===== src/rtl/bbcdr_pkg.sv =====
package bbcdr_pkg;

  typedef enum logic [1:0] {
    DIR_NONE  = 2'd0,
    DIR_EARLY = 2'd1,
    DIR_LATE  = 2'd2
  } pd_dir_t;

  // signed add clamped to a w-bit two's-complement range
  function automatic int sat_add(input int a, input int d, input int w);
    int hi;
    int lo;
    int s;
    hi = (1 <<< (w - 1)) - 1;
    lo = -(1 <<< (w - 1));
    s  = a + d;
    if (s > hi) s = hi;
    if (s < lo) s = lo;
    return s;
  endfunction

  // position on a ring of span entries after a signed move
  function automatic int ring_add(input int pos, input int mv, input int span);
    int t;
    t = pos + mv;
    if (t < 0) t = t + span;
    else if (t >= span) t = t - span;
    return t;
  endfunction

endpackage


===== src/rtl/bbcdr_pd.sv =====
module bbcdr_pd
  import bbcdr_pkg::*;
(
  input  logic    clk,
  input  logic    rst,
  input  logic    smp_valid,
  input  logic    data_smp,
  input  logic    edge_smp,
  output pd_dir_t dir,
  output logic    early_q,
  output logic    late_q
);

  logic prev_q;
  logic have_q;
  logic trans;
  logic says_late;
  logic says_early;

  assign trans      = smp_valid & have_q & (prev_q ^ data_smp);
  assign says_late  = trans & (prev_q ^ edge_smp);
  assign says_early = trans & (edge_smp ^ data_smp);

  always_comb begin
    if (says_early)     dir = DIR_EARLY;
    else if (says_late) dir = DIR_LATE;
    else                dir = DIR_NONE;
  end

  always_ff @(posedge clk) begin
    if (rst) begin
      prev_q  <= 1'b0;
      have_q  <= 1'b0;
      early_q <= 1'b0;
      late_q  <= 1'b0;
    end else begin
      early_q <= says_early;
      late_q  <= says_late;
      if (smp_valid) begin
        prev_q <= data_smp;
        have_q <= 1'b1;
      end
    end
  end

  assert_first_bit_R5: assert property (@(posedge clk) disable iff (rst)
    !have_q |=> !early_q && !late_q);

  assert_one_sided_R6: assert property (@(posedge clk) disable iff (rst)
    $onehot0({early_q, late_q}));

endmodule


===== src/rtl/bbcdr_loopfilt.sv =====
module bbcdr_loopfilt
  import bbcdr_pkg::*;
#(
  parameter int KP_SHIFT  = 4,
  parameter int KI_SHIFT  = 0,
  parameter int FRAC_BITS = 4,
  parameter int ACC_W     = 10
) (
  input  logic    clk,
  input  logic    rst,
  input  pd_dir_t dir,
  output int      move
);

  localparam int ACC_HI = (1 <<< (ACC_W - 1)) - 1;
  localparam int ACC_LO = -(1 <<< (ACC_W - 1));
  localparam int KI_W   = 1 <<< KI_SHIFT;

  logic signed [ACC_W-1:0]     acc_q;
  logic        [FRAC_BITS-1:0] resid_q;
  logic                        dec;
  int                          sgn;
  int                          acc_nx;
  int                          total;
  int                          mv;
  int                          resid_nx;

  assign dec = (dir != DIR_NONE);

  always_comb begin
    case (dir)
      DIR_EARLY: sgn = 1;
      DIR_LATE:  sgn = -1;
      default:   sgn = 0;
    endcase
    acc_nx   = sat_add(int'(acc_q), sgn * KI_W, ACC_W);
    total    = sgn * (1 <<< KP_SHIFT) + acc_nx + int'({1'b0, resid_q});
    mv       = total >>> FRAC_BITS;
    resid_nx = total - (mv <<< FRAC_BITS);
  end

  assign move = dec ? mv : 0;

  always_ff @(posedge clk) begin
    if (rst) begin
      acc_q   <= '0;
      resid_q <= '0;
    end else if (dec) begin
      acc_q   <= ACC_W'(acc_nx);
      resid_q <= FRAC_BITS'(resid_nx);
    end
  end

  assert_acc_step_R7: assert property (@(posedge clk) disable iff (rst)
    ((int'(acc_q) - int'($past(acc_q))) <= KI_W) &&
    ((int'(acc_q) - int'($past(acc_q))) >= -KI_W));

  assert_acc_sat_hi_R8: assert property (@(posedge clk) disable iff (rst)
    (int'(acc_q) == ACC_HI && dir == DIR_EARLY) |=> int'(acc_q) == ACC_HI);

  assert_acc_sat_lo_R8: assert property (@(posedge clk) disable iff (rst)
    (int'(acc_q) == ACC_LO && dir == DIR_LATE) |=> int'(acc_q) == ACC_LO);

  assert_idle_hold_R4: assert property (@(posedge clk) disable iff (rst)
    !dec |=> $stable(acc_q) && $stable(resid_q));

endmodule


===== src/rtl/bbcdr_rotator.sv =====
module bbcdr_rotator #(
  parameter int COARSE_N = 5,
  parameter int COARSE_W = 3,
  parameter int FINE_W   = 4
) (
  input  logic                clk,
  input  logic                rst,
  input  logic                step_en,
  input  int                  move,
  output logic [COARSE_W-1:0] coarse,
  output logic [FINE_W-1:0]   fine
);

  import bbcdr_pkg::*;

  localparam int SPAN  = COARSE_N << FINE_W;
  localparam int LIN_W = $clog2(SPAN);

  logic [LIN_W-1:0] lin_q;
  int               lin_nx;

  assign lin_nx = ring_add(int'(lin_q), move, SPAN);
  assign coarse = COARSE_W'(lin_q >> FINE_W);
  assign fine   = lin_q[FINE_W-1:0];

  always_ff @(posedge clk) begin
    if (rst)          lin_q <= '0;
    else if (step_en) lin_q <= LIN_W'(lin_nx);
  end

  assert_coarse_range_R9: assert property (@(posedge clk) disable iff (rst)
    int'(coarse) < COARSE_N);

  assert_move_in_ring_R9: assert property (@(posedge clk) disable iff (rst)
    step_en |-> (move < SPAN) && (move > -SPAN));

endmodule


===== src/rtl/bbcdr_tracker.sv =====
module bbcdr_tracker
  import bbcdr_pkg::*;
#(
  parameter int COARSE_N  = 5,
  parameter int COARSE_W  = 3,
  parameter int FINE_W    = 4,
  parameter int KP_SHIFT  = 4,
  parameter int KI_SHIFT  = 0,
  parameter int FRAC_BITS = 4,
  parameter int ACC_W     = 10
) (
  input  logic                clk,
  input  logic                rst,
  input  logic                smp_valid,
  input  logic                data_smp,
  input  logic                edge_smp,
  output logic                early_pulse,
  output logic                late_pulse,
  output logic [COARSE_W-1:0] phase_coarse,
  output logic [FINE_W-1:0]   phase_fine
);

  pd_dir_t dir;
  int      move;
  logic    step_en;

  assign step_en = (dir != DIR_NONE);

  bbcdr_pd u_pd (
    .clk       (clk),
    .rst       (rst),
    .smp_valid (smp_valid),
    .data_smp  (data_smp),
    .edge_smp  (edge_smp),
    .dir       (dir),
    .early_q   (early_pulse),
    .late_q    (late_pulse)
  );

  bbcdr_loopfilt #(
    .KP_SHIFT  (KP_SHIFT),
    .KI_SHIFT  (KI_SHIFT),
    .FRAC_BITS (FRAC_BITS),
    .ACC_W     (ACC_W)
  ) u_filt (
    .clk  (clk),
    .rst  (rst),
    .dir  (dir),
    .move (move)
  );

  bbcdr_rotator #(
    .COARSE_N (COARSE_N),
    .COARSE_W (COARSE_W),
    .FINE_W   (FINE_W)
  ) u_rot (
    .clk     (clk),
    .rst     (rst),
    .step_en (step_en),
    .move    (move),
    .coarse  (phase_coarse),
    .fine    (phase_fine)
  );

  assert_quiet_hold_R4: assert property (@(posedge clk) disable iff (rst)
    !step_en |=> $stable(phase_coarse) && $stable(phase_fine));

  assert_pulse_follows_valid_R6: assert property (@(posedge clk) disable iff (rst)
    (early_pulse || late_pulse) |-> $past(smp_valid));

  assert_pulse_width_R6: assert property (@(posedge clk) disable iff (rst)
    early_pulse |=> !early_pulse || $past(smp_valid, 1));

endmodule


===== config.mk =====
export PLATFORM = sky130hd
export DESIGN_NAME = bbcdr_tracker
export DESIGN_NICKNAME = d
export VERILOG_FILES = /design/src/rtl/bbcdr_pkg.sv /design/src/rtl/bbcdr_pd.sv /design/src/rtl/bbcdr_loopfilt.sv /design/src/rtl/bbcdr_rotator.sv /design/src/rtl/bbcdr_tracker.sv
export SDC_FILE = /design/constraint.sdc
export NUM_CORES = 1
export LEC_CHECK = 0
export BUFFER_PORTS_ARGS = -buffer_cell sky130_fd_sc_hd__buf_4
export CORE_ASPECT_RATIO = 0.7
export CORE_UTILIZATION = 30
export CTS_CLUSTER_SIZE = 8
export DETAILED_ROUTE_END_ITERATION = 10
export MAX_ROUTING_LAYER = met4
export PLACE_DENSITY_LB_ADDON = 0.05
export SLEW_MARGIN = 10
export SYNTH_ARGS = -nofsm -noshare
export SYNTH_HDL_FRONTEND = slang
export SYNTH_HIERARCHICAL = 1
export SYNTH_SLANG_ARGS = --single-unit
export TNS_END_PERCENT = 10

===== constraint.sdc =====
create_clock -name clk -period 14.7 [get_ports clk]
set_clock_uncertainty 0.05 [all_clocks]
set_input_delay 1.47 -clock clk [delete_from_list [all_inputs] [get_ports clk]]
set_output_delay 1.47 -clock clk [all_outputs]
set_load 0.005 [all_outputs]

After elaboration in Yosys (flattened, before gate mapping)
Cells that the tools add are included.
{ "word_totals": {"elab_cells": 36, "inputBits": 5, "output_inout_bits": 9, "ff_bits": 25} }
{ "classes": {"n_bitwise": 7, "add_sub_neg": 7, "reduce_logical": 1, "order_cmp": 4, "n_mux": 8, "eq_ne": 2} }
{ "op_table": {"columns": ["op", "n"], "rows": [
  ["$mux 32", 3],
  ["$pmux 32 s2", 1],
  ["$add 10x32->32", 1],
  ["$add 32x32->32", 1],
  ["$add 32x5->32", 1],
  ["$add 8x32->32", 1],
  ["$ge 32x8->1 const B", 1],
  ["$gt 32x10->1 const B", 1],
  ["$lt 32x1->1 const B", 1],
  ["$lt 32x10->1 const B", 1],
  ["$mux 7", 2],
  ["$add 7x7->7 const B", 1],
  ["$sub 7x7->7 const B", 1],
  ["$and 1x1->1", 4],
  ["$mux 2", 2],
  ["$sub 4x1->4 const B", 1],
  ["$xor 1x1->1", 3],
  ["$eq 2x1->1 const B", 1],
  ["$eq 2x2->1 const B", 1],
  ["$reduce_bool 2->1", 1]
]} }

Longest topological paths before layout
{ "logic_depth": {"ltp_word": 19, "ltp_mapped": 56, "ltp_nobuf": 50} }

By module
The synthesis kept the hierarchy.
{ "modules_own_cells": {"columns": ["module", "area_per_inst_um2", "cells_per_inst", "seq_area_each_um2", "instances"], "rows": [
  ["bbcdr_loopfilt", 4117.7, 591, 280.3, 1],
  ["bbcdr_rotator", 1385.1, 189, 140.1, 1],
  ["bbcdr_pd", 172.7, 19, 80.1, 1],
  ["bbcdr_tracker", 6.3, 1, 0.0, 1]
]} }

Least setup slack after synthesis
Ideal clock, no wire load.
{ "synth_timing": {"path_type": "input port to flip-flop", "start": "in data_smp", "end": "reg u_rot.lin_q[6]", "setup_ns": 0.120, "path_slack_ns": 2.137, "t_required_ns": 14.530, "path_stages": 51, "arrival_ns": 12.394, "cell_sequence": "or3b_1 -> a21oi_1 -> ha_1 -> buf_4 -> buf_6 -> buf_4 -> clkbuf_1 -> buf_1 -> xor2_1 -> ha_1 -> a21boi_1 -> o22a_1 -> a31oi_2 -> o211ai_1 -> ha_1 -> or4_1 -> o21ai_1 -> o2111ai_1 -> [15 not listed] -> nor3_1 -> nand2_1 -> or3_1 -> nor4bb_1 -> o31a_1 -> a21oi_2 -> o21a_2 -> nor3_1 -> nor3_1 -> nand3_2 -> nor3_2 -> nand3_1 -> or4_1 -> o31ai_1 -> o211ai_1 -> or4_4 -> or2_4 -> a211o_1"} }
{ "synth_rtl": {"columns": ["item", "line", "source"], "rows": [
  ["start, declared", "bbcdr_tracker.sv:15", "input logic data_smp,"],
  ["end signal, assigned", "bbcdr_rotator.sv:28", "else if (step_en) lin_q <= LIN_W'(lin_nx);"],
  ["end, declared", "bbcdr_rotator.sv:19", "logic [LIN_W-1:0] lin_q;"]
]} }

==> metrics <==
status completed; Worst-Margin Slew about 960 ps; layout cells sized above 1 9.81%; delay-heaviest family, CP simple AND/OR/NAND/NOR gates; Clock Latency Late Sink between 200 and 300 ps; Boundary Pins 14; RSZ-0062 raised after global routing no; worst vdd ir 0.0432 mV; Power Dens Cells between 40 and 50 nW/um^2; number of library cell types mapped by synthesis 94; antenna violations before repair 0; Core Area approximately 18000 sq um; final non-filler cell area 6020 sq um; Layout Nets 847; GRT overflow 0; HP Start u_filt/resid_q[0]; initial core utilization 31.1%; H-tree depth 1; fin crit share 90.0%; most frequent cells in the layout nor2_1 (103), a21oi_1 (66), nand2_1 (56); Synth Instances 800; CTS sink cnt 25; share of Yosys cell area claimed by the top area cell type 11.9%; WP data arrival 13340 ps; Syn Std Cell Area 5680 sq um; Synth Warn # 6; die width between 150 and 200 microns; largest net degree at the start of global routing 39; DRT Pass-1 Iters 7; Final setup viols 0; Crit Path Max Fanout 21; Iter 0 DRT Violations 536; first-pass GRT wire length roughly 30 mm; Slew Limit Fails 0; Sequential Power Share about 30%; vias in the first global route 5331; Final Hold Viols 0; die area a little under 20000 sq um; ys flop type dfxtp_1; crit path launch data_smp; post-synthesis area per instance 7.10 sq um; DR WL/cell 17.8 microns; routability cong. 0.876; crit path kind primary input to register; CTS tree built; leading area contributor after synthesis ha_1; Synth area leaders ha_1 (12%), dfxtp_1 (8.8%), nor2_1 (6.8%), a21oi_1 (5.8%), xnor2_1 (4.9%); Pleak 2.58 nW; Seq cells post-synth 25; CTS clk-pin slew, worst paths 80 ps; Crit-path slowest cell nor3_1; area grow syn2layout 5.90%; Startpoint Class primary input; internal power 0.149 mW; Max clock buf depth 2; CP bufs+invs 2; Async SR Flop Fraction 0%; routed via count 5803; Antenna diodes 0; vias per inst between 5 and 6; crit path capture type register; clock period minus worst slack 13230 ps; Worst Hold Class register to register; RR Startpoint u_pd/prev_q; Sw Share 40.5%; Psw about 0.10 mW; die extent in y between 100 and 150 microns; hold buffers post-CTS 0; Total Routing Usage GR 19.5%; Logic pwr share 44.9%; root buf cell clkbuf_16; DRC errors left 0; Setup Fix Bufs, Post-CTS 0; Syn Nets roughly 860; post_cts resized 0; Port Buf Inserts 13; fmax 0.0756 GHz; Worst Path Required 14810 ps; placed cell areas 5930 sq um; Rows 41; CTS buffer count 3; Max Cap Viol 0; DP HPWL roughly 14 mm; final wirelength approximately 18 mm; number of synthesized flops with an enable pin 0; most common cell after layout, fill and taps aside nor2_1; Final ANT Viol Nets 0; delay of the slowest critical-path stage 730 ps; post-synthesis sequential area ratio 8.81%; Worst slew margin 35.5%; Clock power frac 25.9%; Setup TNS 0 ps
==> path summary, 6_finish.rpt <==
path | end | slack, ps | cells past startpoint
hold / removal | u_filt/resid_q[0] | 460 | 2
hold reg to reg | u_filt/resid_q[0] | 460 | 2
setup reg to reg | u_rot/lin_q[6] | 2420 | 42
setup / recovery | u_rot/lin_q[6] | 1470 | 43
==> state kept, by name, summed over array words and instances, names as in the netlist <==
name	flops
u_filt/acc_q	10
u_rot/lin_q	7
u_filt/resid_q	4
u_pd/early_q	1
u_pd/have_q	1
u_pd/late_q	1
u_pd/prev_q	1
==> area by class of cell <==
| cell class | count | area, sq um |
|---|---|---|
| flip-flops and latches | 25 | 500 |
| fillers | 2011 | 12200 |
| repair buffers | 23 | 173 |
| well taps | 236 | 295 |
| clock inverters | 1 | 7.51 |
| clock buffers | 3 | 75.1 |
| inverters | 38 | 143 |
| multi-input cells | 695 | 4820 |
==> synth_stat cells, types with 13 or more instances <==
library cell and n:
nor2_1 103, a21oi_1 66, nand2_1 56, ha_1 54, inv_1 38, o21ai_0 38, xnor2_1 32, dfxtp_1 25
nor3_1 25, xor2_1 23, a21o_1 22, mux2i_1 20, nand3_1 20, clkbuf_1 16, o211ai_1 13
==> worst min-delay path: stages, from the launching register on <==
cell and delay, ps:
dfxtp_1 340, mux2i_1 70, nor2_1 70
==> power by group through the flow <==
stage / sequential (mW) / clock, mW / combinational (mW)
final: 0.0733 / 0.0650 / 0.113
after global routing: 0.0740 / 0.0698 / 0.126
after CTS: 0.0734 / 0.0677 / 0.112
after detailed placement: 0.0750 / 0 / 0.111
after global placement: 0.0749 / 0 / 0.112
after floorplan: 0.0733 / 0 / 0.0866
==> kinds of logic after synthesis <==
family,after synthesis,synth area share (%)
AOI/OAI and AO/OA,251,30.8
xor gates and xnor gates,56,8.76
adders and majority gates,56,12.6
buffers and inverters,80,6.43
DFF,25,8.81
muxes,24,4.38
and+or+nand+nor,308,28.2
==> per-layer routing <==
| metal | routed length [microns] | GRT usage, % | vias up |
|---|---|---|---|
| li1 | - | - | 2922 |
| met1 | 10300 | 29.6 | 2756 |
| met2 | 7300 | 28.7 | 118 |
| met3 | 525 | 1.28 | 7 |
| met4 | 66 | 2.10 | 0 |
| met5 | 0 | - | - |
==> stage by stage <==
step	total power [mW]	utilization (%)	hold slack [ps]	std cells	setup WS, ps
CTS	0.254	32.9	467	1021	1520
detailed placement	0.186	32.5	449	1017	1290
finish	0.251	32.9	459	1021	1470
global placement	0.187	32.5	434	1017	1710
global route	0.270	32.9	516	1021	663
floorplan	0.160	-	409	800	2140
Power figures use the tool's default switching activity.
